**config.mk**
```make
export PLATFORM = sky130hd
export DESIGN_NAME = dir_home_ctrl
export DESIGN_NICKNAME = d
export VERILOG_FILES = /design/src/rtl/dir_pkg.sv /design/src/rtl/dir_entry_store.sv /design/src/rtl/dir_data_mem.sv /design/src/rtl/node_pick.sv /design/src/rtl/dir_home_ctrl.sv
export SDC_FILE = /design/constraint.sdc
export NUM_CORES = 1
export LEC_CHECK = 0
export CAP_MARGIN = 20
export CORE_MARGIN = 1
export CORE_UTILIZATION = 55
export CTS_CLUSTER_DIAMETER = 100
export CTS_CLUSTER_SIZE = 8
export DETAILED_ROUTE_END_ITERATION = 8
export GPL_TIMING_DRIVEN = 0
export PLACE_DENSITY = 0.75
export SYNTH_ARGS = -nofsm -noshare
export SYNTH_HDL_FRONTEND = slang
export SYNTH_SLANG_ARGS = --single-unit
```
**constraint.sdc**
```tcl
create_clock -name clk -period 5.8 [get_ports clk]
set_clock_uncertainty 0.15 [all_clocks]
set_input_delay 1.16 -clock clk [delete_from_list [all_inputs] [get_ports clk]]
set_output_delay 1.16 -clock clk [all_outputs]
set_load 0.02 [all_outputs]
```
**src/rtl/dir_pkg.sv**
```systemverilog
package dir_pkg;

   typedef enum logic [1:0] {
      DS_UNC = 2'd0,
      DS_SHR = 2'd1,
      DS_EXC = 2'd2
   } dir_state_e;

   typedef enum logic [1:0] {
      RQ_READ  = 2'd0,
      RQ_WRITE = 2'd1,
      RQ_WBACK = 2'd2
   } req_kind_e;

   typedef enum logic [1:0] {
      MK_DATA      = 2'd0,
      MK_INV       = 2'd1,
      MK_FETCH     = 2'd2,
      MK_FETCH_INV = 2'd3
   } msg_kind_e;

   typedef enum logic [1:0] {
      FS_IDLE  = 2'd0,
      FS_SEND  = 2'd1,
      FS_WAIT  = 2'd2,
      FS_REPLY = 2'd3
   } fsm_e;

endpackage

```
**src/rtl/dir_entry_store.sv**
```systemverilog
module dir_entry_store
   import dir_pkg::*;
#(
   parameter int NODES  = 4,
   parameter int BLOCKS = 8,
   parameter int BLK_W  = $clog2(BLOCKS)
) (
   input  logic             clk,
   input  logic             rst_n,
   input  logic [BLK_W-1:0] rd_blk,
   output dir_state_e       rd_state,
   output logic [NODES-1:0] rd_shr,
   input  logic             wr_en,
   input  logic [BLK_W-1:0] wr_blk,
   input  dir_state_e       wr_state,
   input  logic [NODES-1:0] wr_shr
);

   dir_state_e       st_arr  [BLOCKS];
   logic [NODES-1:0] shr_arr [BLOCKS];

   // one register pair per block
   for (genvar g = 0; g < BLOCKS; g++) begin : g_ent
      dir_state_e       st_q;
      logic [NODES-1:0] shr_q;
      logic             hit;

      assign hit = wr_en && (wr_blk == BLK_W'(g));

      always_ff @(posedge clk or negedge rst_n) begin
         if (!rst_n) begin
            st_q  <= DS_UNC;
            shr_q <= '0;
         end else if (hit) begin
            st_q  <= wr_state;
            shr_q <= wr_shr;
         end
      end

      assign st_arr[g]  = st_q;
      assign shr_arr[g] = shr_q;
   end

   assign rd_state = st_arr[rd_blk];
   assign rd_shr   = shr_arr[rd_blk];

endmodule

```
**src/rtl/dir_data_mem.sv**
```systemverilog
module dir_data_mem #(
   parameter int DATA_W         = 16,
   parameter int BLOCKS         = 8,
   parameter int BLK_W          = $clog2(BLOCKS),
   parameter bit CLEAR_ON_RESET = 1'b1
) (
   input  logic              clk,
   input  logic              rst_n,
   input  logic              wr_en,
   input  logic [BLK_W-1:0]  wr_blk,
   input  logic [DATA_W-1:0] wr_data,
   input  logic [BLK_W-1:0]  rd_blk,
   output logic [DATA_W-1:0] rd_data
);

   logic [DATA_W-1:0] mem_q [BLOCKS];

   if (CLEAR_ON_RESET) begin : g_clr
      always_ff @(posedge clk or negedge rst_n) begin
         if (!rst_n) begin
            for (int i = 0; i < BLOCKS; i++) mem_q[i] <= '0;
         end else if (wr_en) begin
            mem_q[wr_blk] <= wr_data;
         end
      end
   end else begin : g_noclr
      logic unused_rst;
      assign unused_rst = rst_n;
      always_ff @(posedge clk) begin
         if (wr_en) mem_q[wr_blk] <= wr_data;
      end
   end

   assign rd_data = mem_q[rd_blk];

endmodule

```
**src/rtl/node_pick.sv**
```systemverilog
module node_pick #(
   parameter int NODES  = 4,
   parameter int NODE_W = $clog2(NODES)
) (
   input  logic [NODES-1:0]  mask,
   output logic              any,
   output logic [NODE_W-1:0] idx
);

   // lowest index wins: scan from the top so the last hit is the lowest
   always_comb begin
      any = 1'b0;
      idx = '0;
      for (int i = NODES - 1; i >= 0; i--) begin
         if (mask[i]) begin
            any = 1'b1;
            idx = NODE_W'(i);
         end
      end
   end

endmodule

```
**src/rtl/dir_home_ctrl.sv**
```systemverilog
module dir_home_ctrl
   import dir_pkg::*;
#(
   parameter int NODES  = 4,
   parameter int BLOCKS = 8,
   parameter int DATA_W = 16,
   parameter int NODE_W = $clog2(NODES),
   parameter int BLK_W  = $clog2(BLOCKS)
) (
   input  logic              clk,
   input  logic              rst_n,
   input  logic              req_valid,
   input  logic [1:0]        req_type,
   input  logic [NODE_W-1:0] req_node,
   input  logic [BLK_W-1:0]  req_blk,
   input  logic [DATA_W-1:0] req_data,
   output logic              busy,
   output logic              msg_valid,
   output logic [1:0]        msg_kind,
   output logic [NODE_W-1:0] msg_node,
   output logic [BLK_W-1:0]  msg_blk,
   output logic [DATA_W-1:0] msg_data,
   input  logic              ack_valid,
   input  logic [NODE_W-1:0] ack_node,
   input  logic [DATA_W-1:0] ack_data
);

   localparam logic [NODES-1:0] BIT0 = NODES'(1);

   if (NODES < 2 || NODES > 4) begin : g_bad_nodes
      $error("dir_home_ctrl: NODES must be 2..4");
   end
   if (BLOCKS < 2) begin : g_bad_blocks
      $error("dir_home_ctrl: BLOCKS must be at least 2");
   end
   if (DATA_W < 1) begin : g_bad_width
      $error("dir_home_ctrl: DATA_W must be positive");
   end

   // transaction registers
   fsm_e              fsm_q, fsm_d;
   logic [1:0]        op_q, op_d;
   logic [NODE_W-1:0] node_q, node_d;
   logic [BLK_W-1:0]  blk_q, blk_d;
   logic [NODES-1:0]  pend_q, pend_d;
   logic [NODES-1:0]  sent_q, sent_d;
   msg_kind_e         kind_q, kind_d;

   // directory and memory ports
   logic [BLK_W-1:0]  rd_blk;
   dir_state_e        rd_state;
   logic [NODES-1:0]  rd_shr;
   logic              dir_we;
   logic [BLK_W-1:0]  dir_wblk;
   dir_state_e        dir_wst;
   logic [NODES-1:0]  dir_wshr;
   logic              mem_we;
   logic [BLK_W-1:0]  mem_wblk;
   logic [DATA_W-1:0] mem_wdata;
   logic [DATA_W-1:0] mem_rd;

   // decode helpers
   logic              accept;
   logic [NODES-1:0]  req_bit, own_bit, ack_bit, pick_bit;
   logic              held_by_req, held_by_own;
   logic              ack_take;
   logic              pick_any;
   logic [NODE_W-1:0] pick_idx;

   dir_entry_store #(
      .NODES (NODES),
      .BLOCKS(BLOCKS),
      .BLK_W (BLK_W)
   ) u_dir (
      .clk     (clk),
      .rst_n   (rst_n),
      .rd_blk  (rd_blk),
      .rd_state(rd_state),
      .rd_shr  (rd_shr),
      .wr_en   (dir_we),
      .wr_blk  (dir_wblk),
      .wr_state(dir_wst),
      .wr_shr  (dir_wshr)
   );

   dir_data_mem #(
      .DATA_W        (DATA_W),
      .BLOCKS        (BLOCKS),
      .BLK_W         (BLK_W),
      .CLEAR_ON_RESET(1'b1)
   ) u_mem (
      .clk    (clk),
      .rst_n  (rst_n),
      .wr_en  (mem_we),
      .wr_blk (mem_wblk),
      .wr_data(mem_wdata),
      .rd_blk (blk_q),
      .rd_data(mem_rd)
   );

   node_pick #(
      .NODES (NODES),
      .NODE_W(NODE_W)
   ) u_pick (
      .mask(pend_q),
      .any (pick_any),
      .idx (pick_idx)
   );

   assign busy        = (fsm_q != FS_IDLE);
   assign accept      = (fsm_q == FS_IDLE) && req_valid;
   assign rd_blk      = (fsm_q == FS_IDLE) ? req_blk : blk_q;
   assign req_bit     = BIT0 << req_node;
   assign own_bit     = BIT0 << node_q;
   assign ack_bit     = BIT0 << ack_node;
   assign pick_bit    = BIT0 << pick_idx;
   assign held_by_req = (rd_state == DS_EXC) && (rd_shr == req_bit);
   assign held_by_own = (rd_state == DS_EXC) && (rd_shr == own_bit);
   assign ack_take    = ack_valid && ((sent_q & ack_bit) != '0);

   always_comb begin
      fsm_d     = fsm_q;
      op_d      = op_q;
      node_d    = node_q;
      blk_d     = blk_q;
      pend_d    = pend_q;
      kind_d    = kind_q;
      sent_d    = ack_take ? (sent_q & ~ack_bit) : sent_q;
      dir_we    = 1'b0;
      dir_wblk  = blk_q;
      dir_wst   = DS_UNC;
      dir_wshr  = '0;
      mem_we    = 1'b0;
      mem_wblk  = blk_q;
      mem_wdata = ack_data;

      // returned owner data lands in the home copy
      if (ack_take && (kind_q != MK_INV)) begin
         mem_we = 1'b1;
      end

      unique case (fsm_q)
         FS_IDLE: begin
            if (accept) begin
               op_d   = req_type;
               node_d = req_node;
               blk_d  = req_blk;
               pend_d = '0;
               case (req_type)
                  RQ_READ: begin
                     kind_d = MK_FETCH;
                     fsm_d  = FS_SEND;
                     if (rd_state == DS_EXC && !held_by_req) pend_d = rd_shr;
                  end
                  RQ_WRITE: begin
                     fsm_d = FS_SEND;
                     if (rd_state == DS_SHR) begin
                        kind_d = MK_INV;
                        pend_d = rd_shr & ~req_bit;
                     end else if (rd_state == DS_EXC && !held_by_req) begin
                        kind_d = MK_FETCH_INV;
                        pend_d = rd_shr;
                     end
                  end
                  RQ_WBACK: begin
                     if (held_by_req) begin
                        mem_we    = 1'b1;
                        mem_wblk  = req_blk;
                        mem_wdata = req_data;
                        dir_we    = 1'b1;
                        dir_wblk  = req_blk;
                        dir_wst   = DS_UNC;
                        dir_wshr  = '0;
                     end
                  end
                  default: ;
               endcase
            end
         end
         FS_SEND: begin
            if (pick_any) begin
               pend_d = pend_q & ~pick_bit;
               sent_d = sent_d | pick_bit;
            end else begin
               fsm_d = FS_WAIT;
            end
         end
         FS_WAIT: begin
            if (sent_q == '0) fsm_d = FS_REPLY;
         end
         FS_REPLY: begin
            fsm_d = FS_IDLE;
            if (op_q == RQ_READ) begin
               if (!held_by_own) begin
                  dir_we   = 1'b1;
                  dir_wst  = DS_SHR;
                  dir_wshr = rd_shr | own_bit;
               end
            end else begin
               dir_we   = 1'b1;
               dir_wst  = DS_EXC;
               dir_wshr = own_bit;
            end
         end
         default: fsm_d = FS_IDLE;
      endcase
   end

   always_ff @(posedge clk or negedge rst_n) begin
      if (!rst_n) begin
         fsm_q  <= FS_IDLE;
         op_q   <= RQ_READ;
         node_q <= '0;
         blk_q  <= '0;
         pend_q <= '0;
         sent_q <= '0;
         kind_q <= MK_DATA;
      end else begin
         fsm_q  <= fsm_d;
         op_q   <= op_d;
         node_q <= node_d;
         blk_q  <= blk_d;
         pend_q <= pend_d;
         sent_q <= sent_d;
         kind_q <= kind_d;
      end
   end

   always_comb begin
      msg_valid = 1'b0;
      msg_kind  = MK_DATA;
      msg_node  = pick_idx;
      msg_blk   = blk_q;
      msg_data  = '0;
      if (fsm_q == FS_SEND && pick_any) begin
         msg_valid = 1'b1;
         msg_kind  = kind_q;
      end else if (fsm_q == FS_REPLY) begin
         msg_valid = 1'b1;
         msg_kind  = MK_DATA;
         msg_node  = node_q;
         msg_data  = mem_rd;
      end
   end

endmodule

```
==> After elaboration in Yosys (flattened, before gate mapping) <==
Index checks and enable logic that the tools add are counted.
{ "totals": {"ff_bits": 195, "out_inout_bits": 25, "wordCells": 175} }
{ "classes": {"magnitude_cmp": 4, "n_eq_ne": 23, "shifts": 4, "mux": 70, "bitwise_logic": 12, "reduce_logical": 31} }
{ "ops": {"columns": ["cell", "count"], "rows": [
  ["16-bit 2-to-1 mux", 9],
  ["128-bit bitwise mux", 1],
  ["16-bit binary-select mux with 3-bit select", 1],
  ["16-bit demux with 3-bit select", 1],
  ["4-bit 2-to-1 mux", 12],
  ["2-bit 2-to-1 mux", 17],
  ["1-bit 2-to-1 mux", 17],
  ["4-bit AND", 4],
  ["1-bit logical AND", 16],
  ["4-bit case mux with 2 select lines", 2],
  ["1-bit by 2-bit << shifter with 4-bit output, first input constant", 4],
  ["3-bit 2-to-1 mux", 5],
  ["4-bit binary-select mux with 3-bit select", 1],
  ["3-bit == test, second input constant", 4],
  ["4-bit >= comparator, second input constant", 3],
  ["3-bit NOT with 4-bit output", 3],
  ["4-bit NOT", 3],
  ["2-bit inequality test, second input constant", 5],
  ["2-bit == test, second input constant", 4],
  ["4-bit == test", 2],
  ["4-bit OR", 2],
  ["2-bit case mux with 4 select lines", 1],
  ["4-bit AND reduction", 2],
  ["2-bit binary-select mux with 3-bit select", 1],
  ["other kinds (17)", 24]
]} }

==> Depth between registers and ports, before layout <==
Gate-level depths: netlist of the first run.
{ "depth": {"depth_word": 18, "ltp_mapped": 19, "depth_no_buf": 15} }

==> Hierarchy <==
From an unflattened synthesis of the first run, not the netlist that was laid out.
{ "hier_totals": {"cells_unflattened": 666, "hier_area_um2": 9997.1} }
{ "modules_own_cells": {"columns": ["module", "n_inst", "cells_each", "area_each_um2"], "rows": [
  ["dir_data_mem", 1, 336, 5929.4],
  ["dir_entry_store", 1, 132, 2264.7],
  ["dir_home_ctrl", 1, 191, 1767.9],
  ["node_pick", 1, 7, 35.0]
]} }

==> Least setup slack after synthesis of the first run <==
OpenSTA, ideal clock, no wires.
{ "synth_path": {"path_kind": "input to register", "startpoint": "input req_blk[0]", "endpoint": "register u_mem.mem_q[38] (netlist name)", "setup_time_ps": 125, "arrival_time_ps": 4895, "t_required_ps": 5525, "slack_ps": 631, "stages": 16, "n_path_buf": 4, "cell_sequence": "buf_4 > mux2i_1 > buf_4 > mux4_2 > mux2i_1 > inv_1 > ha_1 > and4_1 > and2_1 > nand2b_1 > o22ai_1 > buf_4 > mux2_2 > nor2_1 > buf_2 > mux2_2"} }
{ "synth_between": {"elab_chain_cells": 17} }
{ "synth_rtl": {"columns": ["item", "line", "rtl"], "rows": [
  ["from (decl)", "dir_home_ctrl.sv:15", "input logic [BLK_W-1:0] req_blk,"],
  ["3-bit 2-to-1 mux", "dir_home_ctrl.sv:112", "assign rd_blk = (fsm_q == FS_IDLE) ? req_blk : blk_q;"],
  ["3-bit NOT with 4-bit output (implied by the code)", "dir_entry_store.sv:44, dir_entry_store.sv:45", null],
  ["4-bit binary-select mux with 3-bit select or 2-bit binary-select mux with 3-bit select (tied branches)", "dir_entry_store.sv:45, dir_entry_store.sv:44", null],
  ["4-bit 2-to-1 mux (implied by the code) or 2-bit 2-to-1 mux (tied branches) (2 in series)", "dir_entry_store.sv:45, dir_entry_store.sv:44", null],
  ["4-bit == test or 2-bit == test (tied branches)", "dir_home_ctrl.sv:117", "assign held_by_req = (rd_state == DS_EXC) && (rd_shr == req_bit);"],
  ["1-bit logical AND", "dir_home_ctrl.sv:117", null],
  ["3-bit 2-to-1 mux", "dir_home_ctrl.sv:166", "if (held_by_req) begin"],
  ["3-bit 2-to-1 mux", "dir_home_ctrl.sv:149", "case (req_type)"],
  ["3-bit 2-to-1 mux", "dir_home_ctrl.sv:144", "if (accept) begin"],
  ["3-bit 2-to-1 mux", "dir_home_ctrl.sv:142", "unique case (fsm_q)"],
  ["3-bit NOT with 4-bit output (implied by the code)", "dir_data_mem.sv:23", "mem_q[wr_blk] <= wr_data;"],
  ["4-bit >= comparator (implied by the code) or 4-bit by 1-bit less-than comparator with 1-bit output (tied branches)", "dir_data_mem.sv:23", null],
  ["1-bit logical AND (implied by the code)", "dir_data_mem.sv:23", null],
  ["16-bit 2-to-1 mux (implied by the code)", "dir_data_mem.sv:23", null],
  ["16-bit demux with 3-bit select", "dir_data_mem.sv:23", null],
  ["128-bit bitwise mux", "dir_data_mem.sv:23", null],
  ["to (signal, indexed assignment)", "dir_data_mem.sv:23", null],
  ["to (decl)", "dir_data_mem.sv:16", "logic [DATA_W-1:0] mem_q [BLOCKS];"]
]} }
Parallel ways exist; a longest one is shown, timed or not. The select of a mux whose other input is x is not followed.
A chain may end at the register's enable or synchronous reset.

==> Final worst setup path of the first run <==
{ "layout_path": {"startpoint": "input req_blk[0]", "endpoint": "register u_mem.mem_q[118] (netlist name)"} }
Same word-level chain as after synthesis.

==> out/metrics.yaml, run 1 <==
outcome: "completed"
grt_pass1_vias: 7114
worst_ep_required_time_ns: 5.97
worst-path-max-fanout: 10
fp.dieW_um: 135.8
synthCells: 735
fin_hold_ws_ns: 0.3410
io_pins: 70
synth_fp_nets: 793
nets: 898
ir_drop_mv: 0.2810
synth_warnings: 0
core_sq_um: 17420
post-route-period-util_pct: 96.82
ys_seq_area_share_pct: 49.57
hpwlAfterDp_um: 16310
drc: 0
grtUsageTotal_pct: 28.03
yosysUniqueCellTypes: 56
die_area_sq_um: 18440
max_freq_ghz: 0.1781
dpl_cell_area_sq_um: 10850
fin_ws_ns: 0.1843
hold_violations: 0
drv_slew: 0
hold_path_end: "u_dir.g_ent[4].shr_q[1]"
fin_util_pct: 67.07
ys_async_sr_fraction_pct: 100.0
area_delta_synth_final_pct: 18.66
antenna_cells: 0
synth_ff_type: "dfrtp_1"
ant_nets: 0
cpLargestDelayFamily: "multiplexers"
hold_depth: 1
h-tree-depth: 4
start_util_pct: 56.52
multi_input_area_sq_um: 4813
insertion_delay_ns: 0.43
max_cap_viol_count: 0
cts.clk_slew.worst_paths_ns: 0.07
rr_worst_depth: 18
design_area_sq_um: 11680
drt-wirelength-per-cell_um: 22.05
grt-ovfl-total: 0
drt_iter0_markers: 395
cts_sinks: 195
gp_congestion: 0.8652
via_count: 6551
p_total_mw: 5.477
grt_max_degree: 132
final_layout_size_suffix_gt1_share_pct: 37.21
synth_area_sq_um: 9844
die_height_um: 135.8
cts_root_buf: "clkbuf_16"
p_per_area_nw_per_um2: 468.8
r2r_start: "fsm_q[0]"
grt_pass1_wl_um: 38260
worstSetupPathType: "primary input to flip-flop"
crit_path_start_kind: "primary input"
ctsLongestPathBuffers: 2
cp_slowest_cell: "mux4_2"
synth_edf_count: 0
r2r_end: "u_mem.mem_q[118]"
critPathCaptureType: "flip-flop"
crit_buf_inv: 6
setup-violations-final: 0
maxSlewHeadroom_pct: 38.15
post-place-ws_ns: -1.039
min_from: "u_dir.g_ent[4].shr_q[1]"
critPathArrivalTime_ns: 5.78
cp_cell_sequence: "clkdlybuf4s50_1, buf_4, mux2i_2, buf_6, mux4_2, mux2i_2, inv_1, ha_1, and4_1, and2_1, nand2b_1, o22ai_1, buf_4, mux2_2, nand2_2, clkbuf_4, mux2_2"
numCtsBuffers: 17
cts_tree: "built"
max_stage_delay_ns: 0.53
dr.pass1.iters: 5
seq_area_sq_um: 4880
synth-seq-cells: 195
nFillCells: 1245
p_leak_nw: 5.199
avgSynthCellArea_sq_um: 13.39
period_minus_slack_ns: 5.616
rrSetupSlack_ns: 0.69
std_cell_rows: 48
port_buffers: 69
antenna_found_initial: 0
drt-total-wl_um: 23750
holdCritPathClass: "flip-flop to flip-flop"
tightest_slew_ns: 0.9277
via_per_inst: 6.083
worst reg2reg max path: stages, from the launching register on:
cell and delay [ns]:
dfrtp_1 0.38, inv_1 0.10, ha_1 0.21, buf_4 0.17, buf_4 0.19, a21oi_2 0.49, mux4_2 0.42, mux2i_2 0.27
inv_1 0.08, ha_1 0.27, and4_1 0.28, and2_1 0.17, nand2b_1 0.09, o22ai_1 0.24, buf_4 0.23, mux2_2 0.38
nand2_2 0.21, clkbuf_4 0.30, mux2_2 0.36
cells by family after synthesis:
family / after synthesis / synth area share [%]
muxes: 251 / 33.30
DFF: 195 / 49.57
and+or+nand+nor: 123 / 6.177
AOI/OAI and AO/OA: 99 / 6.634
buffers and inverters: 54 / 2.669
adders and majority gates: 13 / 1.652
area by class of cell:
class | count | share of cell area (%)
Buffer | 35 | 1.735
Clock buffer | 18 | 3.674
Clock inverter | 13 | 1.232
Inverter | 19 | 0.6105
Multi-Input combinational cell | 486 | 41.21
Sequential cell | 195 | 41.77
Tap cell | 225 | 2.410
Timing Repair Buffer | 86 | 7.359
worst max path at each step:
stage	from	end	slack, ns	cells past startpoint
floorplan	req_blk[0]	u_mem.mem_q[38]	0.63	16
global placement	rst_n	u_mem.mem_q[24]	-4.07	1
detailed placement	req_blk[1]	u_mem.mem_q[42]	-1.04	16
CTS	req_blk[0]	u_mem.mem_q[76]	0.03	18
global route	req_blk[0]	u_dir.g_ent[0].shr_q[1]	-0.05	17
finish	req_blk[0]	u_mem.mem_q[118]	0.18	17
state kept, by name, summed over array words and instances (netlist names):
name and count:
fsm_q 2, kind_q 2, msg_blk 3, node_q 2
op_q 2, pend_q 4, sent_q 4, u_dir.g_ent.shr_q 32
u_dir.g_ent.st_q 16, u_mem.mem_q 128
power by group:
group          internal [mW]  switching, mW  total (mW)  leakage (nW)
registers               1.84          0.276        2.12          2.61
logic                   1.07           1.13        2.21          2.31
clock network          0.607          0.548        1.15         0.278
total                   3.52           1.96        5.48          5.20
cells in the mapped netlist (3+ instances only):
master	count	area share, %
buf_4	10	0.76
nand3_1	3	0.15
buf_2	6	0.31
o22ai_1	12	0.76
a21oi_2	4	0.36
or3_1	3	0.19
a211oi_1	3	0.23
clkbuf_1	13	0.50
mux2_2	180	21
nor3_1	3	0.15
nand2_1	60	2.3
mux4_2	41	9.4
nor2b_1	4	0.25
a22o_1	3	0.27
buf_1	4	0.15
o22a_1	4	0.36
mux2_1	22	2.5
or2_2	5	0.32
a21oi_1	32	1.6
nand2b_1	9	0.57
mux2i_1	8	0.81
and2_1	3	0.19
inv_1	18	0.69
ha_1	13	1.7
dfrtp_1	195	50
nor2_1	16	0.61
o211ai_1	3	0.23
nand3b_1	3	0.23
or4_1	3	0.23
o21ai_0	21	1.1
cells in the final DEF, fill, tap and decap left out, types with 5 or more instances in the layout:
cell type and instances:
clkbuf_1 14, o22ai_1 12, clkbuf_16 17, mux2_2 180, a21oi_1 31, mux4_2 41, buf_4 24, inv_1 18
o21ai_0 21, clkinv_4 6, ha_1 13, nor2_1 15, clkdlybuf4s50_1 68, nand2b_1 9, nand2_1 58, mux2_1 22
or2_2 5, dfrtp_1 195
metal layers:
metal  global-route usage, %  vias to the layer above  wire length [um]
met2                   49.35                      178             12420
li1                        -                     2936                 -
met4                   10.55                        0               492
met1                   34.24                     3402              9958
met5                       0                        -                 0
met3                   4.938                       35               875
metrics by stage:
step	instances	TNS, ns
6_report	1077	0
3_3_place_gp	1029	-867.50
2_1_floorplan	735	0
5_1_grt	1077	-2.310
3_5_place_dp	1030	-88.73
4_1_cts	1061	0
repair_timing:
item,4_1_cts,5_1_grt
endpoints found under the hold margin,0,0
endpoints found under the setup margin,115,167
gates cloned,0,0
pin swaps,1,5
resized for setup,12,12
buffers inserted,0,15
hold buffers,0,0
(Power assumes the default switching activity.)
==> inputs of run 2 (changes only) <==
Settings changed: SLEW_MARGIN set to 20.
==> out/metrics.yaml, run 2 (synthesis results as in run 1) <==
crit_path_start_kind: "primary input"
insertion_delay_ns: 0.43  # about the same
fin_ws_ns: -0.01180  # -0.1962 ns
port_buffers: 69  # unchanged
startpoint: "req_blk[0]"
tns_ns: -0.02630  # -0.02630 ns
dr.pass1.iters: 7  # +2
seqPwrFrac_pct: 38.5  # about the same
drv_slew: 0  # unchanged
switchingPower_mw: 1.995  # +2.0%
grt_max_degree: 95  # -28%
area_delta_synth_final_pct: 19.04
std_cell_rows: 48  # unchanged
largest_reg_flops: 128  # unchanged
r2r_start: "fsm_q[0]"
violations: "setup timing"
comb_power_share_pct: 40.4  # about the same
ir_drop_mv: 0.2711  # -3.5%
period_minus_slack_ns: 5.812  # +0.1962 ns
gp_congestion: 0.8652  # unchanged
core_sq_um: 17420  # unchanged
h-tree-depth: 4  # unchanged
p_per_area_nw_per_um2: 468.5  # about the same
post-route-period-util_pct: 100.2  # +3.4 points
cts_root_buf: "clkbuf_16"
final_layout_size_suffix_gt1_share_pct: 37.21  # unchanged
cts_sinks: 195  # unchanged
regMostFlops: "u_mem.mem_q"
drt_iter0_markers: 402  # +1.8%
io_pins: 70  # unchanged
r2r_end: "u_dir.g_ent[0].shr_q[3]"
maxSlewHeadroom_pct: 39.56  # +1.4 points
worst_ep_required_time_ns: 5.97  # about the same
p_leak_nw: 5.218  # +0.37%
setup-violations-final: 3  # +3
netSwitchingFraction_pct: 36.34  # +0.62 points
fin_util_pct: 67.28  # +0.22 points
start_util_pct: 56.52  # unchanged
die_height_um: 135.8  # unchanged
critPathArrivalTime_ns: 5.98  # +0.20 ns
tightest_slew_ns: 0.9066  # -0.02112 ns
cts.clk_slew.worst_paths_ns: 0.08  # about the same
nets: 897  # -0.11%
cts_tree: "built"
rr_worst_depth: 18  # unchanged
hpwlAfterDp_um: 16450  # +0.85%
ant_nets: 0  # unchanged
final_common_cell: "dfrtp_1"
ctsLongestPathBuffers: 2  # unchanged
max_cap_viol_count: 0  # unchanged
critPathCaptureType: "flip-flop"
nFillCells: 1228  # -1.4%
outcome: "finished with violations"
grtUsageTotal_pct: 27.99  # -0.038 points
worst-path-max-fanout: 10  # unchanged
p_clk_share_pct: 21.1  # about the same
internal_power_mw: 3.495  # -0.71%
antenna_cells: 0  # unchanged
antenna_found_initial: 0  # unchanged
endpoint: "u_dir.g_ent[0].shr_q[3]"
grt-ovfl-total: 0  # unchanged
drc: 0  # unchanged
holdCritPathClass: "flip-flop to flip-flop"
numCtsBuffers: 17  # unchanged
drt-wirelength-per-cell_um: 22.36  # +1.4%
grt_pass1_vias: 7151  # +0.52%
via_count: 6675  # +1.9%
most-common-layout-cells: "195 x dfrtp_1, 180 x mux2_2, 68 x clkdlybuf4s50_1, 58 x nand2_1, 41 x mux4_2"
drt-total-wl_um: 24080  # +1.4%
worstSetupPathType: "primary input to flip-flop"
hold_violations: 0  # unchanged
fp.dieW_um: 135.8  # unchanged
via_per_inst: 6.198  # +1.9%
rrSetupSlack_ns: 0.44  # -0.25 ns
largest_registers: "u_mem.mem_q (128), u_dir.g_ent.shr_q (32), u_dir.g_ent.st_q (16)"
max_freq_ghz: 0.1721  # -3.4%
grt_pass1_wl_um: 38220  # -0.11%
die_area_sq_um: 18440  # unchanged
==> run 2: cell count changes in the layout (fill, tap and decap cells not counted), sizes merged <==
cell,before,now
bufinv,1,0
inv,23,24
==> run 2: worst min path at each step <==
stage	from	end	slack, ns	cells after the start
2_1_floorplan	u_dir.g_ent[4].shr_q[0]	u_dir.g_ent[4].shr_q[0]	0.30	1
3_3_place_gp	u_dir.g_ent[4].shr_q[1]	u_dir.g_ent[4].shr_q[1]	0.31	1
3_5_place_dp	u_dir.g_ent[4].shr_q[1]	u_dir.g_ent[4].shr_q[1]	0.32	1
4_1_cts	u_dir.g_ent[4].shr_q[1]	u_dir.g_ent[4].shr_q[1]	0.34	1
5_1_grt	u_dir.g_ent[4].shr_q[1]	u_dir.g_ent[4].shr_q[1]	0.36	1
6_report	u_dir.g_ent[4].shr_q[1]	u_dir.g_ent[4].shr_q[1]	0.34	1
==> run 2: layout make-up <==
class                   instances  area (sq um)  area share [%]
well taps                     225         281.5           2.402
plain buffers                  35         207.7           1.772
clock inverters                13         145.1           1.239
repair buffers                 85         880.8           7.517
clock buffers                  19         442.9           3.780
flip-flops and latches        195          4880           41.64
inverters                      19         71.32          0.6086
multi-input cells             486          4810           41.04
==> run 2: repair_timing <==
item | 4_1_cts | 5_1_grt
setup endpoints to repair | 122 | 170
cloned | 0 | 0
buffers inserted | 2 | 12
hold buffers | 0 | 0
pin swaps | 2 | 7
gates resized for setup | 15 | 11
==> run 2: stage by stage <==
step | power (mW) | setup WS [ns] | cell area [sq um] | instances | hold WS, ns
after floorplan | 3.606 | 0.6306 | 9844 | 735 | 0.3026
after detailed placement | 4.256 | -1.059 | 10880 | 1031 | 0.3246
final | 5.491 | -0.01180 | 11720 | 1077 | 0.3375
after CTS | 5.454 | 0.0002474 | 11560 | 1065 | 0.3413
after global placement | 4.122 | -4.074 | 10820 | 1029 | 0.3143
after global routing | 5.786 | -0.2913 | 11720 | 1077 | 0.3604
==> run 2: layer usage <==
metal | vias to the layer above | global-route usage (%) | share of wire (%)
li1 | 2938 | - | -
met1 | 3482 | 34.59 | 41
met2 | 209 | 48.89 | 53
met3 | 46 | 5.051 | 4.4
met4 | 0 | 10.24 | 2.4
met5 | - | 0 | 0
==> run 2: worst max-delay path, stage by stage <==
cell and delay (ns):
clkdlybuf4s50_1 0.51, buf_4 0.23, mux2i_2 0.24, buf_6 0.23
mux4_2 0.54, mux2i_2 0.27, inv_1 0.08, ha_1 0.27
and4_1 0.24, and2_1 0.19, nand2b_1 0.14, o22ai_1 0.15
buf_4 0.21, buf_6 0.17, o21ai_0 0.38, nand3b_1 0.49
mux2_1 0.48
==> run 2: power by group through the flow <==
| stage | registers [mW] | logic, mW | clock network, mW |
|---|---|---|---|
| final | 2.12 | 2.22 | 1.16 |
| after global routing | 2.17 | 2.38 | 1.23 |
| after CTS | 2.11 | 2.18 | 1.17 |
| after detailed placement | 2.13 | 2.13 | 0 |
| after global placement | 2.08 | 2.05 | 0 |
| after floorplan | 2.04 | 1.56 | 0 |
==> inputs of run 3 (changes only) <==
Settings changed: ABC_CLOCK_PERIOD_IN_PS set to 5800.
==> results of run 3 <==
The final DEF is identical to that of run 2; final timing and power are the same.
